<file path="src/rtl/fence_pkg.sv">
package fence_pkg;

  typedef enum logic [2:0] {
    OP_LOAD      = 3'd0,
    OP_STORE     = 3'd1,
    OP_FENCE_ALL = 3'd2,
    OP_FENCE_LD  = 3'd3,
    OP_FENCE_ST  = 3'd4,
    OP_FENCE_RGN = 3'd5,
    OP_RSV6      = 3'd6,
    OP_RSV7      = 3'd7
  } op_e;

  function automatic logic is_mem_op(op_e op);
    return (op == OP_LOAD) || (op == OP_STORE);
  endfunction

  // A fence may retire once every class it covers is idle.
  function automatic logic scope_clear(op_e op, logic ld_idle, logic st_idle,
                                       logic rgn_idle);
    case (op)
      OP_FENCE_LD:  return ld_idle;
      OP_FENCE_ST:  return st_idle;
      OP_FENCE_RGN: return rgn_idle;
      default:      return ld_idle && st_idle;
    endcase
  endfunction

endpackage

</file>
<file path="src/rtl/fence_slot_table.sv">
module fence_slot_table #(
  parameter int SLOTS = 15,
  parameter int TW    = 4,
  parameter int CW    = 4,
  parameter int RW    = 4
) (
  input  logic          clk,
  input  logic          rst_n,
  input  logic          alloc_en,
  input  logic          alloc_store,
  input  logic [RW-1:0] alloc_rgn,
  input  logic          free_en,
  input  logic [TW-1:0] free_tag,
  input  logic [RW-1:0] query_rgn,
  output logic [TW-1:0] alloc_tag,
  output logic          have_free,
  output logic          free_hit,
  output logic [CW-1:0] ld_cnt,
  output logic [CW-1:0] st_cnt,
  output logic          rgn_busy
);

  logic          vld [SLOTS];
  logic          sto [SLOTS];
  logic [RW-1:0] rgn [SLOTS];

  // Lowest free slot index.
  always_comb begin
    alloc_tag = '0;
    have_free = 1'b0;
    for (int i = SLOTS - 1; i >= 0; i--) begin
      if (!vld[i]) begin
        alloc_tag = TW'(i);
        have_free = 1'b1;
      end
    end
  end

  // Per-class occupancy and the region match for region fences.
  always_comb begin
    ld_cnt   = '0;
    st_cnt   = '0;
    rgn_busy = 1'b0;
    free_hit = 1'b0;
    for (int i = 0; i < SLOTS; i++) begin
      if (vld[i] && sto[i])  st_cnt = st_cnt + CW'(1);
      if (vld[i] && !sto[i]) ld_cnt = ld_cnt + CW'(1);
      if (vld[i] && rgn[i] == query_rgn) rgn_busy = 1'b1;
      if (vld[i] && free_en && free_tag == TW'(i)) free_hit = 1'b1;
    end
  end

  always_ff @(posedge clk) begin
    if (!rst_n) begin
      for (int i = 0; i < SLOTS; i++) begin
        vld[i] <= 1'b0;
        sto[i] <= 1'b0;
        rgn[i] <= '0;
      end
    end else begin
      for (int i = 0; i < SLOTS; i++) begin
        if (free_en && free_tag == TW'(i)) vld[i] <= 1'b0;
        if (alloc_en && alloc_tag == TW'(i)) begin
          vld[i] <= 1'b1;
          sto[i] <= alloc_store;
          rgn[i] <= alloc_rgn;
        end
      end
    end
  end

  // a freshly allocated slot is never one already in use.
  p_alloc_free_slot_r2: assert property (@(posedge clk) disable iff (!rst_n)
    alloc_en |-> have_free);

endmodule

</file>
<file path="src/rtl/fence_gate.sv">
module fence_gate
  import fence_pkg::*;
#(
  parameter int CW = 4
) (
  input  logic          req_valid,
  input  op_e           op,
  input  logic [CW-1:0] ld_cnt,
  input  logic [CW-1:0] st_cnt,
  input  logic          rgn_busy,
  input  logic          have_free,
  input  logic          mem_ready,
  output logic          req_ready,
  output logic          issue_valid,
  output logic          fence_done
);

  logic mem_op;
  logic clear;

  assign mem_op      = is_mem_op(op);
  assign clear       = scope_clear(op, ld_cnt == '0, st_cnt == '0, !rgn_busy);
  assign issue_valid = req_valid && mem_op && have_free;
  assign req_ready   = mem_op ? (mem_ready && have_free) : clear;
  assign fence_done  = req_valid && !mem_op && clear;

endmodule

</file>
<file path="src/rtl/fence_order_unit.sv">
module fence_order_unit
  import fence_pkg::*;
#(
  parameter int AW      = 16,
  parameter int RGN_LSB = 12,
  parameter int MAX_OUT = 15,
  parameter int TW      = $clog2(MAX_OUT),
  parameter int CW      = $clog2(MAX_OUT + 1)
) (
  input  logic          clk,
  input  logic          rst_n,
  input  logic          req_valid,
  output logic          req_ready,
  input  logic [2:0]    req_op,
  input  logic [AW-1:0] req_addr,
  output logic          mem_valid,
  input  logic          mem_ready,
  output logic          mem_store,
  output logic [AW-1:0] mem_addr,
  output logic [TW-1:0] mem_tag,
  input  logic          cpl_valid,
  input  logic [TW-1:0] cpl_tag,
  output logic [CW-1:0] ld_count,
  output logic [CW-1:0] st_count
);

  localparam int RW = AW - RGN_LSB;

  op_e           op;
  logic [RW-1:0] req_rgn;
  logic          have_free;
  logic          free_hit;
  logic          rgn_busy;
  logic          issue_valid;
  logic          issue_fire;
  logic          fence_done;
  logic [CW:0]   total;

  assign op         = op_e'(req_op);
  assign req_rgn    = req_addr[AW-1:RGN_LSB];
  assign issue_fire = issue_valid && mem_ready;
  assign mem_valid  = issue_valid;
  assign mem_store  = (op == OP_STORE);
  assign mem_addr   = req_addr;
  assign total      = {1'b0, ld_count} + {1'b0, st_count};

  fence_slot_table #(.SLOTS(MAX_OUT), .TW(TW), .CW(CW), .RW(RW)) u_table (
    .clk        (clk),
    .rst_n      (rst_n),
    .alloc_en   (issue_fire),
    .alloc_store(op == OP_STORE),
    .alloc_rgn  (req_rgn),
    .free_en    (cpl_valid),
    .free_tag   (cpl_tag),
    .query_rgn  (req_rgn),
    .alloc_tag  (mem_tag),
    .have_free  (have_free),
    .free_hit   (free_hit),
    .ld_cnt     (ld_count),
    .st_cnt     (st_count),
    .rgn_busy   (rgn_busy)
  );

  fence_gate #(.CW(CW)) u_gate (
    .req_valid  (req_valid),
    .op         (op),
    .ld_cnt     (ld_count),
    .st_cnt     (st_count),
    .rgn_busy   (rgn_busy),
    .have_free  (have_free),
    .mem_ready  (mem_ready),
    .req_ready  (req_ready),
    .issue_valid(issue_valid),
    .fence_done (fence_done)
  );

  p_fence_not_sent_r5: assert property (@(posedge clk) disable iff (!rst_n)
    mem_valid |-> (req_op == 3'd0 || req_op == 3'd1));

  p_full_fence_drained_r5: assert property (@(posedge clk) disable iff (!rst_n)
    (fence_done && req_op == 3'd2) |-> (ld_count == '0 && st_count == '0));

  p_load_fence_r6: assert property (@(posedge clk) disable iff (!rst_n)
    (fence_done && req_op == 3'd3) |-> ld_count == '0);

  p_store_fence_r7: assert property (@(posedge clk) disable iff (!rst_n)
    (fence_done && req_op == 3'd4) |-> st_count == '0);

  p_no_overflow_r3: assert property (@(posedge clk) disable iff (!rst_n)
    total <= (CW+1)'(MAX_OUT));

  p_count_up_r2: assert property (@(posedge clk) disable iff (!rst_n)
    (issue_fire && !free_hit) |=> total == $past(total) + 1'b1);

  p_count_down_r4: assert property (@(posedge clk) disable iff (!rst_n)
    (free_hit && !issue_fire) |=> total == $past(total) - 1'b1);

  p_no_stall_r9: assert property (@(posedge clk) disable iff (!rst_n)
    (req_valid && req_op <= 3'd1 && mem_ready && total < (CW+1)'(MAX_OUT))
      |-> req_ready);

endmodule

</file>
<file path="config.mk">
export PLATFORM = sky130hd
export DESIGN_NAME = fence_order_unit
export DESIGN_NICKNAME = d
export VERILOG_FILES = /design/src/rtl/fence_pkg.sv /design/src/rtl/fence_slot_table.sv /design/src/rtl/fence_gate.sv /design/src/rtl/fence_order_unit.sv
export SDC_FILE = /design/constraint.sdc
export NUM_CORES = 1
export LEC_CHECK = 0
export BUFFER_PORTS_ARGS = -buffer_cell sky130_fd_sc_hd__buf_2
export CAP_MARGIN = 20
export CORE_ASPECT_RATIO = 1.25
export CORE_MARGIN = 3
export CORE_UTILIZATION = 38
export CTS_CLUSTER_DIAMETER = 120
export DETAILED_ROUTE_END_ITERATION = 8
export PLACE_DENSITY = 0.66
export SLEW_MARGIN = 40
export SYNTH_ARGS = -nofsm -noshare
export SYNTH_HDL_FRONTEND = slang
export SYNTH_SLANG_ARGS = --single-unit
</file>
<file path="constraint.sdc">
create_clock -name clk -period 23.6 [get_ports clk]
set_input_delay 4.72 -clock clk [delete_from_list [all_inputs] [get_ports clk]]
set_output_delay 4.72 -clock clk [all_outputs]
set_load 0.01 [all_outputs]
</file>
# Yosys cells after proc, flatten, opt, wreduce, memory -nomap -nowiden
# Memories as Yosys holds them, arrays and structs flattened.
# Cells that the tools add are included.
# classes
add_sub_neg	28
eq_ne	47
muxes	228
bitwise_logic	60
n_reduce_logical	102
# ops
op	n
$mux W4	58
$mux W1	169
$add A4 B1 Y4 const B	26
$logic_and A1 B1 Y1	80
$eq A4 B4 Y1	15
$or A1 B1 Y1	60
$eq A4 B4 Y1 const B	14
$eq A4 B3 Y1 const B	8
$eq A4 B2 Y1 const B	4
$logic_not A1 Y1	16
$logic_not A4 Y1	4
$eq A4 B1 Y1 const B	2
$eq A3 B3 Y1 const B	2
$add A1 B1 Y2 const B	2
$eq A3 B1 Y1 const B	1
$eq A3 B2 Y1 const B	1
$logic_not A3 Y1	1
$pmux W1 S3	1
$logic_or A1 B1 Y1	1
# totals
ff_bits	0
ram_bits	90
out_inout_bits	31
n_memories	3
# memory_table
memory	words	width	rd	rd_ports_with_merged_regs	wr	line	rtl
u_table.rgn	15	4	15	0	15	fence_slot_table.sv:25	logic [RW-1:0] rgn [SLOTS];
u_table.sto	15	1	15	0	15	fence_slot_table.sv:24	logic sto [SLOTS];
u_table.vld	15	1	15	0	15	fence_slot_table.sv:23	logic vld [SLOTS];

# Longest topological paths before layout
# An unclocked memory read counts as a cell.
# logic_depth
ltp_word	36
depth_mapped	45

# By module
# From an unflattened synthesis, not the netlist that was laid out.
# hier_totals
hier_cells	842
hier_area_um2	7626.1
# modules_own_cells
mod	instances	cells_per_inst	area_each_um2	seq_area_each_um2
fence_slot_table	1	812	7409.6	2682.6
fence_order_unit	1	18	138.9	0.0
fence_gate	1	12	77.6	0.0

# Worst setup path before layout
# OpenSTA, ideal clock, no wires.
# synth_timing
kind	register to output
start	mem u_table.vld[0]
end	out req_ready
arrival_ps	8179
t_required_ps	18880
path_slack_ps	10701
path_stages_with_launch	46
n_path_buf	1
cell_sequence	dfxtp_1 > clkbuf_1 > nand2_1 > ha_1 > a21bo_2 > nand2_1 > ha_1 > nor2_1 > or3_1 > nand2_1 > mux2_2 > ha_1 > and3_1 > a41o_1 > a21o_1 > xnor2_1 > nor2_1 > a21oi_1 > (+10 left out) > nor3b_1 > a221o_1 > ha_1 > xnor2_1 > nand2_1 > o21ai_1 > a31o_2 > ha_1 > nor2_1 > nor2_1 > ha_1 > nand3_1 > xor2_1 > xnor2_1 > xnor2_1 > or3_1 > o32a_1 > a21oi_1
# synth_rtl
element	line	rtl
start: declaration	fence_slot_table.sv:23	
end: declaration	fence_order_unit.sv:13	output logic req_ready,

==> summary.txt <==
Route
  – Detailed-route DRC error count: 0
  – Post-DR vias/cell: 5.47
  – Post-route ant nets: 0
  – DRT iter0 DRCs: 509
  – Routed wire per std cell: 16.8 µm
  – Routed WL: 18,300 µm
  – DR vias: 5,969
  – First-pass DRT Iterations: 5

Floorplanning
  – Die H: 164 µm
  – Initial Utilization: 39.0%
  – Die area: 21,800 µm²
  – Die width: 133 µm
  – I/O pin cnt: 59
  – CORE AREA: 19,500 µm²
  – FP Rows: 57

STA
  – Setup TNS: 0 ps
  – Setup Skew: 8.25 ps
  – Slew Limit Fails: 0
  – Hold Vio Cnt, Final: 0
  – Max_slew headroom: 51.9%
  – Fin crit period: 14,260 ps
  – Fmax: 0.0701 GHz
  – Final setup fails: 0
  – Period utilisation layout: 60.4%
  – Unrepaired setup endpoints after global routing: false
  – Actual slew at the worst max-slew pin: 718 ps

Layout
  – Layout Utilization: 41.6%
  – # nets final: 874
  – Diode count: 0
  – Post-Layout Inst Area: 8130 µm²
  – Share of cells above drive strength 1: 11.9%
  – Area Overhead vs Synth: 6.73%

Yosys
  – Warnings, synthesis: 0
  – Top-count cell post-synth: nor2_1
  – Cell area after synthesis: 7620 µm²
  – Synth Net Count: 886
  – Synth async-reset ratio: 0%
  – Synth Register Bits: 90
  – EDFF count, synth: 81
  – Top cell type by total area after synthesis: edfxtp_1
  – Synth Instances: 834
  – Top_reg_cell synth: edfxtp_1
  – Synth top area cells: edfxtp_1 32%, xnor2_1 7.9%, xor2_1 7.6%
  – Synth cell types: 89
  – Post-synth top area share: 31.9%
  – Syn avg cell area: 9.13 µm²
  – Post-synthesis sequential area ratio: 34.3%
  – Top cells by count, synth: 91 x nor2_1, 81 x edfxtp_1, 75 x nand2_1

Min path
  – Hold wc startpoint: u_table.vld[8]$_DFF_P_
  – Min-Delay Path Depth: 2
  – Worst min-delay path class: reg2reg
  – Hold EP: u_table.vld[8]$_DFF_P_

Power
  – Reg power frac: 47.4%
  – Comb pwr share: 17.2%
  – Peak VDD IR: 0.0533 mV
  – Sw Pwr: 106 µW
  – Power Dens Cells: 48.8 nW/µm²
  – Leak pwr: 3.03 nW
  – Sw Ratio: 26.6%
  – Cell Int Power: 291 µW
  – Clk network pwr share: 35.5%

Placement
  – IO Port Bufs: 34
  – Final Wtd Congestion: 0.932
  – Hpwl dp: 14,200 µm
  – DP Area: 7840 µm²

GRT
  – Pin count of the biggest net entering global routing: 24
  – GR Overflow Total: 0
  – Vias in the first global route: 5,790
  – Total track usage: 17.0%
  – First-pass GRT wire length: 29,800 µm
  – Initial antenna violation count: 1

Run status
  – Status: completed

CTS
  – Setup Fix Bufs, Post-CTS: 0
  – Clock Path Buffers: 2
  – Root Buffer: clkbuf_16
  – CTS buffer count: 9
  – H-tree depth: 3
  – CTS tree: built
  – Reg clk slew, reported paths: 60 ps
  – Num Clock Sinks: 90
  – Worst skew pair latency: 340 ps
  – CTS Hold Buffers Added: 0
  – Resized cells post-CTS: 0

Worst setup path
  – Crit. End Element: output pin
  – Critical path's slowest cell: dfxtp_1
  – Critical path class: reg2out
  – Startpoint types: flip-flop
  – Worst reg2reg path depth: 11
  – R2R Setup Slk: 20,230 ps
  – Critical Path RT: 18,880 ps
  – RR Startpoint: u_table.vld[12]$_DFFE_PP_
  – Crit-path max cell delay: 710 ps
  – CP dominant cell by count: ha_1
  – Worst EP arrival: 9540 ps
  – CP Max Fanout: 19
  – Reg-to-Reg End: u_table.vld[13]$_DFFE_PP_

Job
  – Max_cap viols: 0
==> worst max-delay path, delay by kind of cell, from the launching register on <==
family                     cells  cell delay, ps
adders and majority gates      7            2100
muxes                          1             230
xor gates and xnor gates       8            1470
AOI/OAI and AO/OA             14            2300
and+or+nand+nor               11            1980
buffers and inverters          4             370
DFF                            1             710
==> cell families (layout without fill, tap and decap cells) <==
logic type / Yosys count / in the layout / share of synthesized area, %
AOI/OAI and AO/OA: 155 / 155 / 14.3
xor gates and xnor gates: 148 / 148 / 19.6
adders and majority gates: 25 / 25 / 4.07
buffers and inverters: 81 / 74 / 5.04
DFF: 90 / 90 / 34.3
muxes: 7 / 7 / 0.986
and+or+nand+nor: 328 / 328 / 21.7
==> flip-flops by register name, summed over array words and instances, names as in the netlist <==
name	count
u_table.rgn	60
u_table.vld	15
u_table.sto	15
==> final cells by class <==
type	instances	area (µm²)
tap	265	332
clock inverter	7	70.1
clock buffer	9	225
fill	1961	11400
multi-input combinational	663	4630
sequential	90	2610
timing repair buffer	34	170
inverter	24	92.6
==> through the flow <==
stage               hold slack (ps)  instances  worst slack (ps)  power [mW]
floorplan                       522        834             10700       0.244
global placement                591       1076              9790       0.258
detailed placement              596       1076              9730       0.259
CTS                             604       1092              9340       0.398
global route                    669       1092              8420       0.414
finish                          604       1092              9340       0.396
==> power groups by stage <==
| stage | logic [mW] | clock network (mW) | registers [mW] |
|---|---|---|---|
| CTS | 0.0688 | 0.142 | 0.188 |
| global placement | 0.0673 | 0 | 0.191 |
| finish | 0.0681 | 0.141 | 0.188 |
| floorplan | 0.0552 | 0 | 0.189 |
| detailed placement | 0.0683 | 0 | 0.191 |
| global route | 0.0762 | 0.149 | 0.189 |
==> cell usage in the layout (no fill, tap or decap), types with 7 or more instances in the layout <==
cell | Yosys | final
xnor2_1 | 69 | 68
dfxtp_1 | 9 | 9
nand3_1 | 37 | 37
nor3_1 | 19 | 19
xor2_1 | 66 | 66
a31oi_1 | 14 | 14
nor2_1 | 91 | 91
inv_1 | 23 | 23
nand4_1 | 12 | 12
nor2b_1 | 8 | 8
nand3b_1 | 11 | 11
a21boi_0 | 7 | 7
and3_1 | 7 | 7
ha_1 | 24 | 24
nand2b_1 | 17 | 17
a21oi_1 | 29 | 29
o31ai_1 | 9 | 9
clkbuf_16 | 0 | 9
o21ai_0 | 31 | 26
nand2_1 | 75 | 75
edfxtp_1 | 81 | 81
buf_2 | 2 | 34
==> per-layer routing <==
layer	global-route usage (%)	vias up	wire length, µm
li1	-	2959	-
met1	20.7	2829	7840
met2	31.1	149	9270
met3	2.11	30	748
met4	5.48	2	460
met5	0	-	11
==> worst max-delay path by stage <==
stage,startpoint,end,depth (start not counted)
after floorplan,u_table.vld[0]$_DFF_P_,req_ready,45
after global placement,u_table.vld[2]$_DFF_P_,req_ready,45
after detailed placement,u_table.vld[2]$_DFF_P_,req_ready,45
after CTS,u_table.vld[2]$_DFF_P_,req_ready,45
after global routing,u_table.vld[2]$_DFF_P_,req_ready,45
final,u_table.vld[2]$_DFF_P_,req_ready,45
Power figures use the tool's default switching activity.
